File: config.mk
export PLATFORM = sky130hd
export DESIGN_NAME = ecx_slave_engine
export DESIGN_NICKNAME = d
export VERILOG_FILES = /design/src/rtl/ecx_pkg.sv /design/src/rtl/ecx_byte_ram.sv /design/src/rtl/ecx_len_calc.sv /design/src/rtl/ecx_slave_engine.sv
export SDC_FILE = /design/constraint.sdc
export NUM_CORES = 1
export LEC_CHECK = 0
export ABC_AREA = 1
export BUFFER_PORTS_ARGS = -buffer_cell sky130_fd_sc_hd__buf_2
export CAP_MARGIN = 0
export CELL_PAD_IN_SITES_DETAIL_PLACEMENT = 1
export CELL_PAD_IN_SITES_GLOBAL_PLACEMENT = 2
export CORE_AREA = 3 3 243 245
export DETAILED_ROUTE_END_ITERATION = 6
export DIE_AREA = 0 0 246 248
export HOLD_SLACK_MARGIN = 0.06
export PLACE_DENSITY_LB_ADDON = 0.1
export SYNTH_ARGS = -nofsm -noshare
export SYNTH_HDL_FRONTEND = slang
export SYNTH_SLANG_ARGS = --single-unit
File: constraint.sdc
create_clock -name clk -period 2.35 [get_ports clk]
set_input_delay 0.3525 -clock clk [delete_from_list [all_inputs] [get_ports clk]]
set_output_delay 0.3525 -clock clk [all_outputs]
set_load 0.005 [all_outputs]
File: src/rtl/ecx_pkg.sv
package ecx_pkg;
  typedef enum logic [2:0] {
    ST_IDLE = 3'd0,
    ST_CMD  = 3'd1,
    ST_FORK = 3'd2,
    ST_SEND = 3'd3,
    ST_RECV = 3'd4
  } ecx_state_e;

  localparam logic [7:0] CMD_READ  = 8'h01;
  localparam logic [7:0] FILL_BYTE = 8'hFF;
  localparam logic [7:0] NOOP_OUT  = 8'h02;
  localparam logic [7:0] NOOP_MID  = 8'h07;

  localparam logic [1:0] SZ_TWO   = 2'd0;
  localparam logic [1:0] SZ_THREE = 2'd1;
  localparam logic [1:0] SZ_VAR   = 2'd2;
endpackage

File: src/rtl/ecx_byte_ram.sv
module ecx_byte_ram #(
  parameter int DEPTH = 32,
  localparam int AW = (DEPTH > 1) ? $clog2(DEPTH) : 1
) (
  input  logic          clk,
  input  logic          we,
  input  logic [AW-1:0] waddr,
  input  logic [7:0]    wdata,
  input  logic [AW-1:0] raddr,
  output logic [7:0]    rdata
);
  logic [7:0] mem [DEPTH];

  always_ff @(posedge clk) begin
    if (we) mem[waddr] <= wdata;
    rdata <= mem[raddr];
  end
endmodule

File: src/rtl/ecx_len_calc.sv
module ecx_len_calc
  import ecx_pkg::*;
(
  input  logic [7:0] hdr0,
  input  logic [7:0] hdr1,
  output logic [8:0] exp_len,
  output logic       is_event
);
  always_comb begin
    is_event = hdr0[7];
    if (!hdr0[7] || hdr0[6:5] == SZ_VAR)
      exp_len = {1'b0, hdr1} + 9'd2;
    else if (hdr0[6:5] == SZ_TWO)
      exp_len = 9'd2;
    else if (hdr0[6:5] == SZ_THREE)
      exp_len = 9'd3;
    else
      exp_len = 9'd0;
  end
endmodule

File: src/rtl/ecx_slave_engine.sv
module ecx_slave_engine
  import ecx_pkg::*;
#(
  parameter int MSG_MAX  = 32,
  parameter int TX_DEPTH = 32,
  localparam int RAW = $clog2(MSG_MAX),
  localparam int RPW = $clog2(MSG_MAX + 1),
  localparam int TAW = $clog2(TX_DEPTH),
  localparam int TPW = $clog2(TX_DEPTH + 1)
) (
  input  logic           clk,
  input  logic           rst,
  input  logic [7:0]     slave_addr,
  input  logic           ev_valid,
  input  logic           ev_start,
  input  logic           ev_rnw,
  input  logic           ev_end,
  input  logic [7:0]     ev_data,
  output logic [7:0]     rd_byte,
  output logic           rd_stb,
  input  logic           tx_we,
  input  logic [TAW-1:0] tx_waddr,
  input  logic [7:0]     tx_wdata,
  input  logic           tx_load,
  input  logic [TPW-1:0] tx_len,
  output logic           req_n,
  input  logic [RAW-1:0] rx_rd_addr,
  output logic [7:0]     rx_rd_data,
  output logic           rx_valid,
  output logic [RPW-1:0] rx_len,
  output logic           done,
  output logic           err
);
  localparam logic [RPW-1:0] RX_CAP   = RPW'(MSG_MAX);
  localparam logic [TPW-1:0] NOOP_LEN = TPW'(3);

  ecx_state_e     state;
  logic [RPW-1:0] rx_pos;
  logic [TPW-1:0] tx_pos, tx_size;
  logic           tx_pending, noop_active;
  logic [7:0]     hdr0, hdr1;

  // event classification
  logic is_addr, is_plain, is_rdstart, wants_byte;
  assign is_addr    = ev_valid &  ev_start & ~ev_rnw & ~ev_end;
  assign is_plain   = ev_valid & ~ev_start & ~ev_rnw & ~ev_end;
  assign is_rdstart = ev_valid &  ev_start &  ev_rnw & ~ev_end;
  assign wants_byte = ev_valid &  ev_rnw   & ~ev_end;

  // receive storage: written at the running position
  logic rx_we;
  assign rx_we = is_plain && ((state == ST_CMD) || (state == ST_FORK) ||
                              ((state == ST_RECV) && (rx_pos < RX_CAP)));

  ecx_byte_ram #(.DEPTH(MSG_MAX)) u_rx_ram (
    .clk   (clk),
    .we    (rx_we),
    .waddr (rx_pos[RAW-1:0]),
    .wdata (ev_data),
    .raddr (rx_rd_addr),
    .rdata (rx_rd_data)
  );

  // transmit storage: read port prefetches the next byte to send
  logic [7:0]     tx_q;
  logic [TAW-1:0] tx_raddr;
  assign tx_raddr = (state == ST_FORK) ? '0 : tx_pos[TAW-1:0];

  ecx_byte_ram #(.DEPTH(TX_DEPTH)) u_tx_ram (
    .clk   (clk),
    .we    (tx_we),
    .waddr (tx_waddr),
    .wdata (tx_wdata),
    .raddr (tx_raddr),
    .rdata (tx_q)
  );

  logic [8:0] exp_len;
  logic       is_event;
  ecx_len_calc u_len (
    .hdr0     (hdr0),
    .hdr1     (hdr1),
    .exp_len  (exp_len),
    .is_event (is_event)
  );

  logic [7:0]     tx_cur;
  logic [TPW-1:0] cur_size;
  assign tx_cur   = noop_active ? ((tx_pos == TPW'(1)) ? NOOP_MID : NOOP_OUT) : tx_q;
  assign cur_size = noop_active ? NOOP_LEN : tx_size;

  always_ff @(posedge clk) begin
    if (rst) begin
      state       <= ST_IDLE;
      rx_pos      <= '0;
      tx_pos      <= '0;
      tx_size     <= '0;
      tx_pending  <= 1'b0;
      noop_active <= 1'b0;
      hdr0        <= '0;
      hdr1        <= '0;
      rd_byte     <= FILL_BYTE;
      rd_stb      <= 1'b0;
      req_n       <= 1'b1;
      rx_valid    <= 1'b0;
      rx_len      <= '0;
      done        <= 1'b0;
      err         <= 1'b0;
    end else begin
      rd_stb   <= 1'b0;
      rx_valid <= 1'b0;
      done     <= 1'b0;
      err      <= 1'b0;

      if (tx_load && !tx_pending) begin
        tx_pending <= 1'b1;
        tx_size    <= tx_len;
        req_n      <= 1'b0;
      end

      if (wants_byte) begin
        rd_stb  <= 1'b1;
        rd_byte <= FILL_BYTE;
      end

      if (ev_valid) begin
        if (is_addr) begin
          if (ev_data != slave_addr) err <= 1'b1;
          rx_pos <= '0;
          state  <= ST_CMD;
        end else begin
          unique case (state)
            ST_IDLE: err <= 1'b1;

            ST_CMD: begin
              if (is_plain) begin
                hdr0   <= ev_data;
                rx_pos <= RPW'(1);
                state  <= ST_FORK;
              end else begin
                err   <= 1'b1;
                state <= ST_IDLE;
              end
            end

            ST_FORK: begin
              if (is_rdstart) begin
                if (hdr0 == CMD_READ) begin
                  rd_byte     <= tx_pending ? tx_q : NOOP_OUT;
                  noop_active <= !tx_pending;
                  tx_pos      <= TPW'(1);
                  req_n       <= 1'b1;
                  state       <= ST_SEND;
                end else begin
                  err   <= 1'b1;
                  state <= ST_IDLE;
                end
              end else if (is_plain) begin
                hdr1   <= ev_data;
                rx_pos <= RPW'(2);
                state  <= ST_RECV;
              end else begin
                err   <= 1'b1;
                state <= ST_IDLE;
              end
            end

            ST_SEND: begin
              if (ev_end) begin
                state <= ST_IDLE;
                if (tx_pos != cur_size) begin
                  err   <= 1'b1;
                  req_n <= 1'b0;
                end else begin
                  noop_active <= 1'b0;
                  if (!noop_active) begin
                    tx_pending <= 1'b0;
                    done       <= 1'b1;
                  end
                end
              end else if (!ev_rnw || ev_start) begin
                err   <= 1'b1;
                state <= ST_IDLE;
              end else if (tx_pos < cur_size) begin
                rd_byte <= tx_cur;
                tx_pos  <= tx_pos + TPW'(1);
              end else begin
                err <= 1'b1;
              end
            end

            ST_RECV: begin
              if (ev_end && !ev_rnw) begin
                state <= ST_IDLE;
                if (exp_len == 9'(rx_pos)) begin
                  rx_valid <= 1'b1;
                  rx_len   <= rx_pos;
                  if (!is_event) done <= 1'b1;
                end else begin
                  err <= 1'b1;
                end
              end else if (ev_rnw || ev_start) begin
                err   <= 1'b1;
                state <= ST_IDLE;
              end else if (rx_pos < RX_CAP) begin
                rx_pos <= rx_pos + RPW'(1);
              end else begin
                err <= 1'b1;
              end
            end

            default: state <= ST_IDLE;
          endcase
        end
      end
    end
  end
endmodule

==> results.yml, run 1 <==
synth:
  ys_warn_count: 0
  synth_top_family_by_area: "simple AND/OR/NAND/NOR gates"
  syn_area_um2: 24500
  synth-simple-area-share: 0.141
  yosysUniqueCellTypes: 49
  yosysSeqAreaShare: 0.687
  synth_compound_area_frac: 0.126
  async_reset_ff_frac: 0
  synth_edf_count: 512
  synth_fp_nets: 2078
  synthCells: 2017
  synth-adder-area-share: 0.00663
  synthFlopType: "edfxtp_1"
  synth-xor-area-share: 0.00286
  syn_avg_cell_area_um2: 12.2
  synth_mux_area_frac: 0
  ys_seq_elements: 586
clock_tree:
  clock-root-buffer: "clkbuf_16"
  htree_levels: 3
  tritoncts: "built"
  numCtsBuffers: 66
  clkTransAtPathRegs_ps: 60
  cts_sinks: 586
  cts.path.max_buffers: 3
  clkLatencyLatePin_ps: 590
final_layout:
  antenna_cells: 0
  drive_gt1_frac: 0.194
  finalNetCount: 2246
  area_growth_syn_to_layout_pct: 17.0
  fin_cells: 2998
grt:
  grt_remaining_overflow: 0
  grt_pass1_vias: 17600
  grtUsageTotal: 0.240
  antenna_found_initial: 0
  grt_max_degree: 61
  grt_pass1_wl_um: 110000
sta:
  tns_ps: 0
  tightestPinTransition_ps: 817
  period_share: 0.927
  finalHoldWorstSlack_ps: 106
  hold_viol: 0
  finalMaxSlewViolations: 0
  clock_skew_ps: 21.8
  setup_viol: 0
  rsz0062_at_grt: "true"
  period_needed_ps: 2180
  maxSlewHeadroom: 0.455
  fmax_mhz: 459
setup_path:
  critPathLaunch: "state[1]$_SDFFE_PP0P_"
  critical_path.slowest_cell: "dfxtp_2"
  crit_path_frequent_cell: "nand3_1"
  crit_path_start_kind: "register"
  end_kind: "register"
  max_stage_delay_ps: 370
  r2r_start: "state[1]$_SDFFE_PP0P_"
  cp.depth: 12
  reg2regPathDepth: 12
  crit_chain: "inv_2, nor2_4, nand2_2, nand2_2, clkinv_2, buf_4, buf_4, o211ai_1, nand3_1, nand3_1, nand3_1, o21a_1"
  cp_max_fo: 19
  critical_path_buf_inv_count: 4
  cp.required_ps: 2810
  cp.arrival_ps: 2640
  path_class: "reg2reg"
  critPathTopFamily: "simple AND/OR/NAND/NOR gates"
die:
  die_h_um: 248
  core_area_um2: 57400
  start_util: 0.428
  die_width_um: 246
  rows: 88
  ioPinCount: 75
  die_area_um2: 61000
placed_design:
  portBuffers: 74
  place_congestion: 0.826
  dp_hpwl_um: 47800
  placedCellCount: 2872
job:
  cap_violations: 0
hold_path:
  hold_depth: 3
  hp-class: "in2reg"
  min_from: "ev_valid"
detailed_routing:
  wl_met3_um: 2780
  dr.pass1.iters: 5
  drc: 0
  wl_per_cell_um: 24.2
  routed_via_density: 5.57
  wl_met1_um: 31300
  vias: 16700
  drtAntennaViolNets: 0
  met2WireLength_um: 36200
  wirelength_um: 72600
  drt-initial-drc-count: 1210
  topRoutingLayerUsed: "met4"
pwr:
  power_density_nw_per_um2: 779
  irDropWorstVdd_v: 0.000842
  total_leakage_power_uw: 0.00960
status:
  status: "finished clean"
stage by stage:
stage | setup WS, ps | instance area, µm² | power (µW) | utilization
after floorplan | 268 | 24500 | 12100 | -
after global placement | 93.2 | 26500 | 12600 | 0.462
after detailed placement | 31.3 | 26500 | 12600 | 0.462
after CTS | 12.5 | 28600 | 22600 | 0.499
after global routing | -36.2 | 28700 | 23100 | 0.500
final | 171 | 28700 | 22400 | 0.500
Yosys cell counts (10+ instances only):
| cell | number | area, µm² |
|---|---|---|
| edfxtp_1 | 512 | 15400 |
| o211ai_2 | 30 | 375 |
| dfxtp_1 | 74 | 1480 |
| nor2_1 | 278 | 1040 |
| o22ai_1 | 16 | 100 |
| a31oi_1 | 10 | 62.6 |
| o21ai_0 | 181 | 906 |
| o221ai_1 | 51 | 447 |
| nor3_1 | 11 | 55.1 |
| or2_1 | 67 | 419 |
| inv_1 | 76 | 285 |
| o211ai_1 | 102 | 766 |
| or2_2 | 62 | 388 |
| ha_1 | 13 | 163 |
| nand2_1 | 117 | 439 |
| nand3_1 | 176 | 881 |
| clkbuf_1 | 75 | 282 |
| a21oi_1 | 46 | 230 |
| buf_2 | 24 | 120 |
| buf_6 | 10 | 113 |
timing repair:
action | 4_1_cts | 5_1_grt
buffers inserted | 0 | 2
endpoints found under the hold margin | 8 | 0
endpoints found under the setup margin | 0 | 102
resized for setup | 0 | 19
hold buffers | 8 | 0
state kept, by name, summed over array words and instances (netlist names), 3 cells and up:
name and flops:
tx_size 6, hdr1 8, state 3, u_rx_ram.rdata 8, tx_pos 6, hdr0 8
u_tx_ram.rdata 8, rx_pos 6, u_tx_ram.mem 256, rd_byte 8, rx_len 6, u_rx_ram.mem 256
cells in the final DEF (no fill, tap or decap), drive strengths merged:
cell type    count
nor2           283
a21oi           46
nand3b           2
bufinv           5
o21bai           2
and3             1
dlygate4sd3      8
a211oi           2
nand4            9
or2            129
o311ai           1
xor2             4
o22ai           16
buf            208
nand2          126
clkbuf          83
inv             86
nor3            12
nor3b            1
a31oi           10
o21a             9
edfxtp         512
o211ai         132
a32oi            7
dfxtp           74
o21ai          184
o31ai            1
nor4             2
nand3          178
a221oi           2
ha              13
o221ai          51
clkinvlp         2
xnor2            4
clkinv          28
per-layer routing:
layer  global-route usage  vias up
met5                    0        -
met4               0.0743        0
met3               0.0320      114
met2                0.418      391
met1                0.313     8431
li1                     -     7769
worst min-delay path: stages:
cell and delay [ps]:
buf_2 120, nand2_4 100, nor3_1 50
power by group:
part	leakage [µW]	internal [µW]	switching [µW]	total, µW
clock network	0.00102	5900	4050	9950
registers	0.00521	11400	33.6	11400
logic	0.00337	272	704	976
total	0.00960	17600	4790	22400
cell families (layout without fill, tap and decap cells):
group,count (synthesis),in the layout
buffers and inverters,204,420
and+or+nand+nor,743,743
xor gates and xnor gates,8,8
DFF,586,586
AOI/OAI and AO/OA,463,463
adders and majority gates,13,13
final timing paths:
kind	to	slack, ps
setup / recovery	u_tx_ram.rdata[7]$_DFF_P_	170
hold / removal	rd_stb$_SDFF_PP0_	110
setup reg to reg	u_tx_ram.rdata[7]$_DFF_P_	170
hold reg to reg	rx_len[2]$_SDFFE_PP0P_	460
cell type report:
class / count / area [µm²]
Sequential cell: 586 / 16900
Fill cell: 5913 / 28700
Tap cell: 765 / 957
Clock buffer: 83 / 1780
Multi-Input combinational cell: 1227 / 6840
Inverter: 88 / 338
Timing Repair Buffer: 216 / 1640
Clock inverter: 33 / 295
Power figures use the tool's default switching activity.
==> run 2, diff against run 1 <==
- BUFFER_PORTS_ARGS: -buffer_cell sky130_fd_sc_hd__buf_2 -> not set
- CORE_AREA: 3 3 243 245 -> 3 3 250 252
- DIE_AREA: 0 0 246 248 -> 0 0 253 255
- DONT_BUFFER_PORTS: not set -> 1
- SYNTH_HIERARCHICAL: not set -> 1
==> run 2 against run 1 <==
- non-clock buffer count is 75 lower
- combinational power decreased by 6.6%
- sequential share of layout area is 0.71 points lower
- utilization shrank 1.9 points
- largest cell class unchanged
- sequential cell count unchanged
- register-to-register slack worse by 30 ps
==> results.yml, run 2 <==
status:
  status: "finished clean"
placed_design:
  portBuffers: 0
  placedCellCount: 3183
  dp_hpwl_um: 44500
  place_area_um2: 26300
  place_congestion: 0.785
detailed_routing:
  wirelength_um: 74600
  topRoutingLayerUsed: "met4"
  drtAntennaViolNets: 0
  met2WireLength_um: 38000
  wl_met1_um: 30900
  dr.pass1.iters: 5
  wl_met3_um: 2520
  routed_via_density: 5.33
  drc: 0
  vias: 17800
  wl_per_cell_um: 22.3
  drt-initial-drc-count: 999
sta:
  setup_viol: 0
  period_share: 0.941
  hold_viol: 0
  finalMaxSlewViolations: 0
  tns_ps: 0
  finalHoldWorstSlack_ps: 97.9
  clock_skew_ps: 18.5
  maxSlewHeadroom: 0.447
  tightestPinTransition_ps: 826
  fmax_mhz: 452
  period_needed_ps: 2210
  rsz0062_at_grt: "false"
pwr:
  irDropWorstVdd_v: 0.000651
  power_density_nw_per_um2: 780
  finalPower_uw: 22700
  total_leakage_power_uw: 0.0109
clock_tree:
  tritoncts: "built"
  clkLatencyLatePin_ps: 600
  clock-root-buffer: "clkbuf_16"
  clkTransAtPathRegs_ps: 60
  numCtsBuffers: 67
  cts.path.max_buffers: 3
  htree_levels: 3
  cts_sinks: 586
synth:
  synthFlopType: "edfxtp_1"
  ys_seq_elements: 586
  synth_fp_nets: 2479
  synth_commonest_cells: "865 x nand2_1, 512 x edfxtp_1, 443 x nand3_1"
  yosysUniqueCellTypes: 44
  synthTopCellsByArea: "edfxtp_1 61%, nand2_1 13%, nand3_1 8.8%, dfxtp_1 5.9%, buf_6 2.2%"
  syn_avg_cell_area_um2: 10.4
  async_reset_ff_frac: 0
  syn_area_um2: 25300
  yosys.area.top_type_share: 0.609
  ys_warn_count: 6
  yosysTopAreaCell: "edfxtp_1"
  post-synth-top-count-cell: "nand2_1"
  synthCells: 2421
  yosysSeqAreaShare: 0.667
  synth_edf_count: 512
die:
  start_util: 0.419
  die_h_um: 255
  core_area_um2: 60400
  die_width_um: 253
  die_area_um2: 64500
  rows: 90
  ioPinCount: 75
hold_path:
  hold_end: "u_rx_ram/mem[17][2]$_DFFE_PP_"
  min_from: "ev_data[2]"
  hold_depth: 1
  hp-class: "in2reg"
grt:
  grt_max_degree: 130
  antenna_found_initial: 0
  grt_remaining_overflow: 0
  grt_pass1_vias: 18500
  grtUsageTotal: 0.232
  grt_pass1_wl_um: 113000
setup_path:
  cp_max_fo: 8
  critPathTopFamily: "buffers and inverters"
  crit_path_start_kind: "register"
  end_kind: "register"
  crit_path_frequent_cell: "buf_4"
  reg2regPathDepth: 9
  critical_path.slowest_cell: "dfxtp_1"
  max_stage_delay_ps: 430
  cp.arrival_ps: 2500
  cp.required_ps: 2640
  r2r_start: "state[0]$_SDFFE_PP0P_"
  rr_endpoint: "u_rx_ram/mem[31][2]$_DFFE_PP_"
  r2r_slack_ps: 140
  crit_chain: "inv_2, nor3_1, nand2_2, o311ai_1, buf_4, nand3_1, buf_12, nor2_1, buf_4"
  path_class: "reg2reg"
  critical_path_buf_inv_count: 4
final_layout:
  fin_cells: 3340
  area_growth_syn_to_layout_pct: 15.0
  layout_common_cells: "864 x nand2_1, 512 x edfxtp_1, 441 x nand3_1"
  final_area_um2: 29100
  top_regs: "u_rx_ram/mem: 256 flops, u_tx_ram/mem: 256 flops"
  layout_commonest_cell: "nand2_1"
  finalNetCount: 2568
  drive_gt1_frac: 0.103
job:
  cap_violations: 0
-- run 2: per-stage QoR --
| step | setup slack (ps) | utilization |
|---|---|---|
| global route | 6.57 | 0.481 |
| finish | 139 | 0.481 |
| global placement | -55.3 | 0.435 |
| CTS | 10.4 | 0.480 |
| floorplan | -109 | - |
| detailed placement | -74.9 | 0.435 |
-- run 2: cells by family (layout without fill, tap and decap cells) --
family          after synthesis  after routing  share of synthesized area
simple gates               1508           1508                      0.254
compound gates               85             85                     0.0188
other cells                   0              1                          0
fa+ha+maj                    10             10                    0.00495
xor+xnor                     14             14                    0.00485
buf+inv                     218            354                     0.0505
flops                       586            586                      0.667
-- run 2: layout make-up --
type / instances / area, µm²
fill: 6536 / 31300
sequential: 586 / 16900
multi-input combinational: 1617 / 7140
clock buffer: 79 / 1770
timing repair buffer: 141 / 1550
tap: 782 / 978
inverter: 97 / 379
clock inverter: 37 / 372
antenna: 1 / 2.50
-- run 2: power breakdown --
part	internal, µW	switching (µW)
registers	11400	38.2
clock network	6150	4170
logic	286	627
-- run 2: how the worst max path moves through the flow --
stage	startpoint	cells after the start	end	slack (ps)
after detailed placement	ev_rnw	10	u_rx_ram/mem[23][3]$_DFFE_PP_	-70
after global routing	state[2]$_SDFFE_PP0P_	15	u_tx_ram/rdata[2]$_DFF_P_	7
after global placement	ev_rnw	10	u_rx_ram/mem[11][5]$_DFFE_PP_	-60
after floorplan	ev_valid	7	u_rx_ram/mem[11][0]$_DFFE_PP_	-110
after CTS	state[0]$_SDFFE_PP0P_	8	u_rx_ram/mem[14][3]$_DFFE_PP_	10
final	state[0]$_SDFFE_PP0P_	9	u_rx_ram/mem[31][2]$_DFFE_PP_	140
-- run 2: worst register-to-register path: cells and delay by family (launching register included) --
kind	cells	cell delay (ps)
AND/OR/NAND/NOR	4	620
AO/OA/AOI/OAI	1	140
buffers and inverters	4	720
flip-flops	1	430
-- run 2: what timing repair did --
| action | CTS | global route |
|---|---|---|
| hold buffers | 38 | 0 |
| endpoints found under the setup margin | 0 | 264 |
| resized for setup | 0 | 13 |
| setup buffers | 0 | 0 |
| hold endpoints to repair | 572 | 0 |
-- run 2: per-layer routing --
| metal | vias to the layer above | track usage |
|---|---|---|
| met5 | - | 0 |
| met4 | 0 | 0.0992 |
| met3 | 142 | 0.0372 |
| met2 | 298 | 0.417 |
| met1 | 8936 | 0.277 |
| li1 | 8438 | - |
==> run 3, diff against run 2 <==
- CORE_AREA: 3 3 250 252 -> 3 3 241 243
- DIE_AREA: 0 0 253 255 -> 0 0 244 246
- SYNTH_HIERARCHICAL: 1 -> not set
==> run 3 against run 2 <==
- non-clock buffer count rose by 17
- clock-buffer cell count rose by 4
- combinational power down 5.4%
- register-to-register slack better by 30 ps
- global-route usage rose by 1.1 points
- total power increased by 0.76%
- clock skew decreased by 3.2 ps
- routed wire length down 2.2%
- setup slack gained 32 ps
- critical endpoint is now u_tx_ram.rdata[4]$_DFF_P_
- largest power group unchanged
==> results.yml, run 3 (same netlist as run 1, synthesis figures left out) <==
status:
  status: "finished clean"
die:
  start_util: 0.437
  die_h_um: 246
  core_area_um2: 56200
  rows: 87
  die_width_um: 244
  ioPinCount: 75
  die_area_um2: 60000
setup_path:
  cp.arrival_ps: 2680
  cp_max_fo: 32
  path_class: "reg2reg"
  end_kind: "register"
  crit_chain: "inv_2, nor2_4, nand2_2, buf_4, nand2_2, clkinv_2, buf_12, o211ai_1, nand3_1, nand3_1, nand2_1, o21a_1"
  max_stage_delay_ps: 380
  crit_path_start_kind: "register"
  critPathLaunch: "state[1]$_SDFFE_PP0P_"
  r2r_start: "state[1]$_SDFFE_PP0P_"
  critical_path.slowest_cell: "dfxtp_2"
  cp.required_ps: 2850
detailed_routing:
  drc: 0
  drtAntennaViolNets: 0
  wirelength_um: 73000
  routed_via_density: 5.62
  dr.pass1.iters: 5
  wl_per_cell_um: 24.8
  vias: 16500
  drt-initial-drc-count: 1165
pwr:
  pwr-share-seq: 0.501
  clock_power_share: 0.462
  irDropWorstVdd_v: 0.000912
  power_density_nw_per_um2: 795
  p_switching_uw: 4870
  internal-power_uw: 18000
  switching_share: 0.213
  total_leakage_power_uw: 0.00949
  comb_power_share: 0.038
placed_design:
  portBuffers: 0
  place_congestion: 0.817
  dp_hpwl_um: 44600
sta:
  fmax_mhz: 459
  tightestPinTransition_ps: 1060
  clock_skew_ps: 15.3
  period_share: 0.928
  tns_ps: 0
  finalMaxSlewViolations: 0
  maxSlewHeadroom: 0.289
  rsz0062_at_grt: "true"
  hold_viol: 0
  period_needed_ps: 2180
  setup_viol: 0
final_layout:
  drive_gt1_frac: 0.166
  final_util: 0.512
  layout_commonest_cell: "edfxtp_1"
  layout_common_cells: "512 x edfxtp_1, 277 x nor2_1, 180 x o21ai_0"
  antenna_cells: 0
  area_growth_syn_to_layout_pct: 17.1
  top_regs: "u_rx_ram.mem: 256 flops, u_tx_ram.mem: 256 flops"
  finalNetCount: 2189
grt:
  grtUsageTotal: 0.243
  grt_max_degree: 130
  grt_pass1_vias: 17200
  antenna_found_initial: 0
  grt_remaining_overflow: 0
  grt_pass1_wl_um: 109000
clock_tree:
  clock-root-buffer: "clkbuf_16"
  cts_sinks: 586
  clkTransAtPathRegs_ps: 70
  tritoncts: "built"
  htree_levels: 3
  cts.path.max_buffers: 3
  clkLatencyLatePin_ps: 610
  numCtsBuffers: 67
hold_path:
  min_from: "ev_data[3]"
  hp-class: "in2reg"
job:
  cap_violations: 0
## run 3: timing repair
item | 4_1_cts | 5_1_grt
buffers inserted | 0 | 0
endpoints found under the hold margin | 570 | 2
resized for setup | 0 | 9
hold buffers | 38 | 1
endpoints found under the setup margin | 0 | 156
## run 3: final timing paths
kind         cells after the start  slack (ps)                       endpoint
min                              1          90  u_rx_ram.mem[30][3]$_DFFE_PP_
max reg2reg                     12         170      u_tx_ram.rdata[4]$_DFF_P_
max                             12         170      u_tx_ram.rdata[4]$_DFF_P_
min reg2reg                      2         450           hdr1[0]$_SDFFE_PP0P_
## run 3: worst max-delay path, delay by kind of cell (launching register included)
family	cells	cell delay, ps
DFF	1	380
buffers and inverters	4	520
AOI/OAI and AO/OA	2	320
and+or+nand+nor	6	810
## run 3: power by group through the flow
stage	sequential, µW	combinational, µW	clock (µW)
floorplan	11600	409	0
global placement	11700	559	0
detailed placement	11700	563	0
CTS	11400	869	10800
global route	11400	944	11200
finish	11400	863	10500
## run 3: final cells by class
class | instances | area (µm²)
fillers | 5785 | 27400
flip-flops and latches | 586 | 16900
multi-input cells | 1227 | 6810
clock buffers | 83 | 1750
repair buffers | 158 | 1580
well taps | 756 | 946
clock inverters | 39 | 448
inverters | 88 | 338
## run 3: metrics by stage
step	cells	instance area [µm²]	hold WS, ps	total power (µW)	setup WS [ps]
final	2937	28700	91.7	22800	170
after CTS	2936	28700	61.8	23100	50.9
after floorplan	2017	24500	424	12100	268
after global routing	2937	28700	69.5	23600	-36.9
after detailed placement	2776	26000	428	12200	105
after global placement	2776	26000	427	12200	128
## run 3: per-layer routing
layer	wire [µm]	global-route usage	vias up
li1	-	-	7667
met1	31900	0.319	8353
met2	35300	0.406	356
met3	2910	0.0409	125
met4	2790	0.0938	0
met5	0	0	-
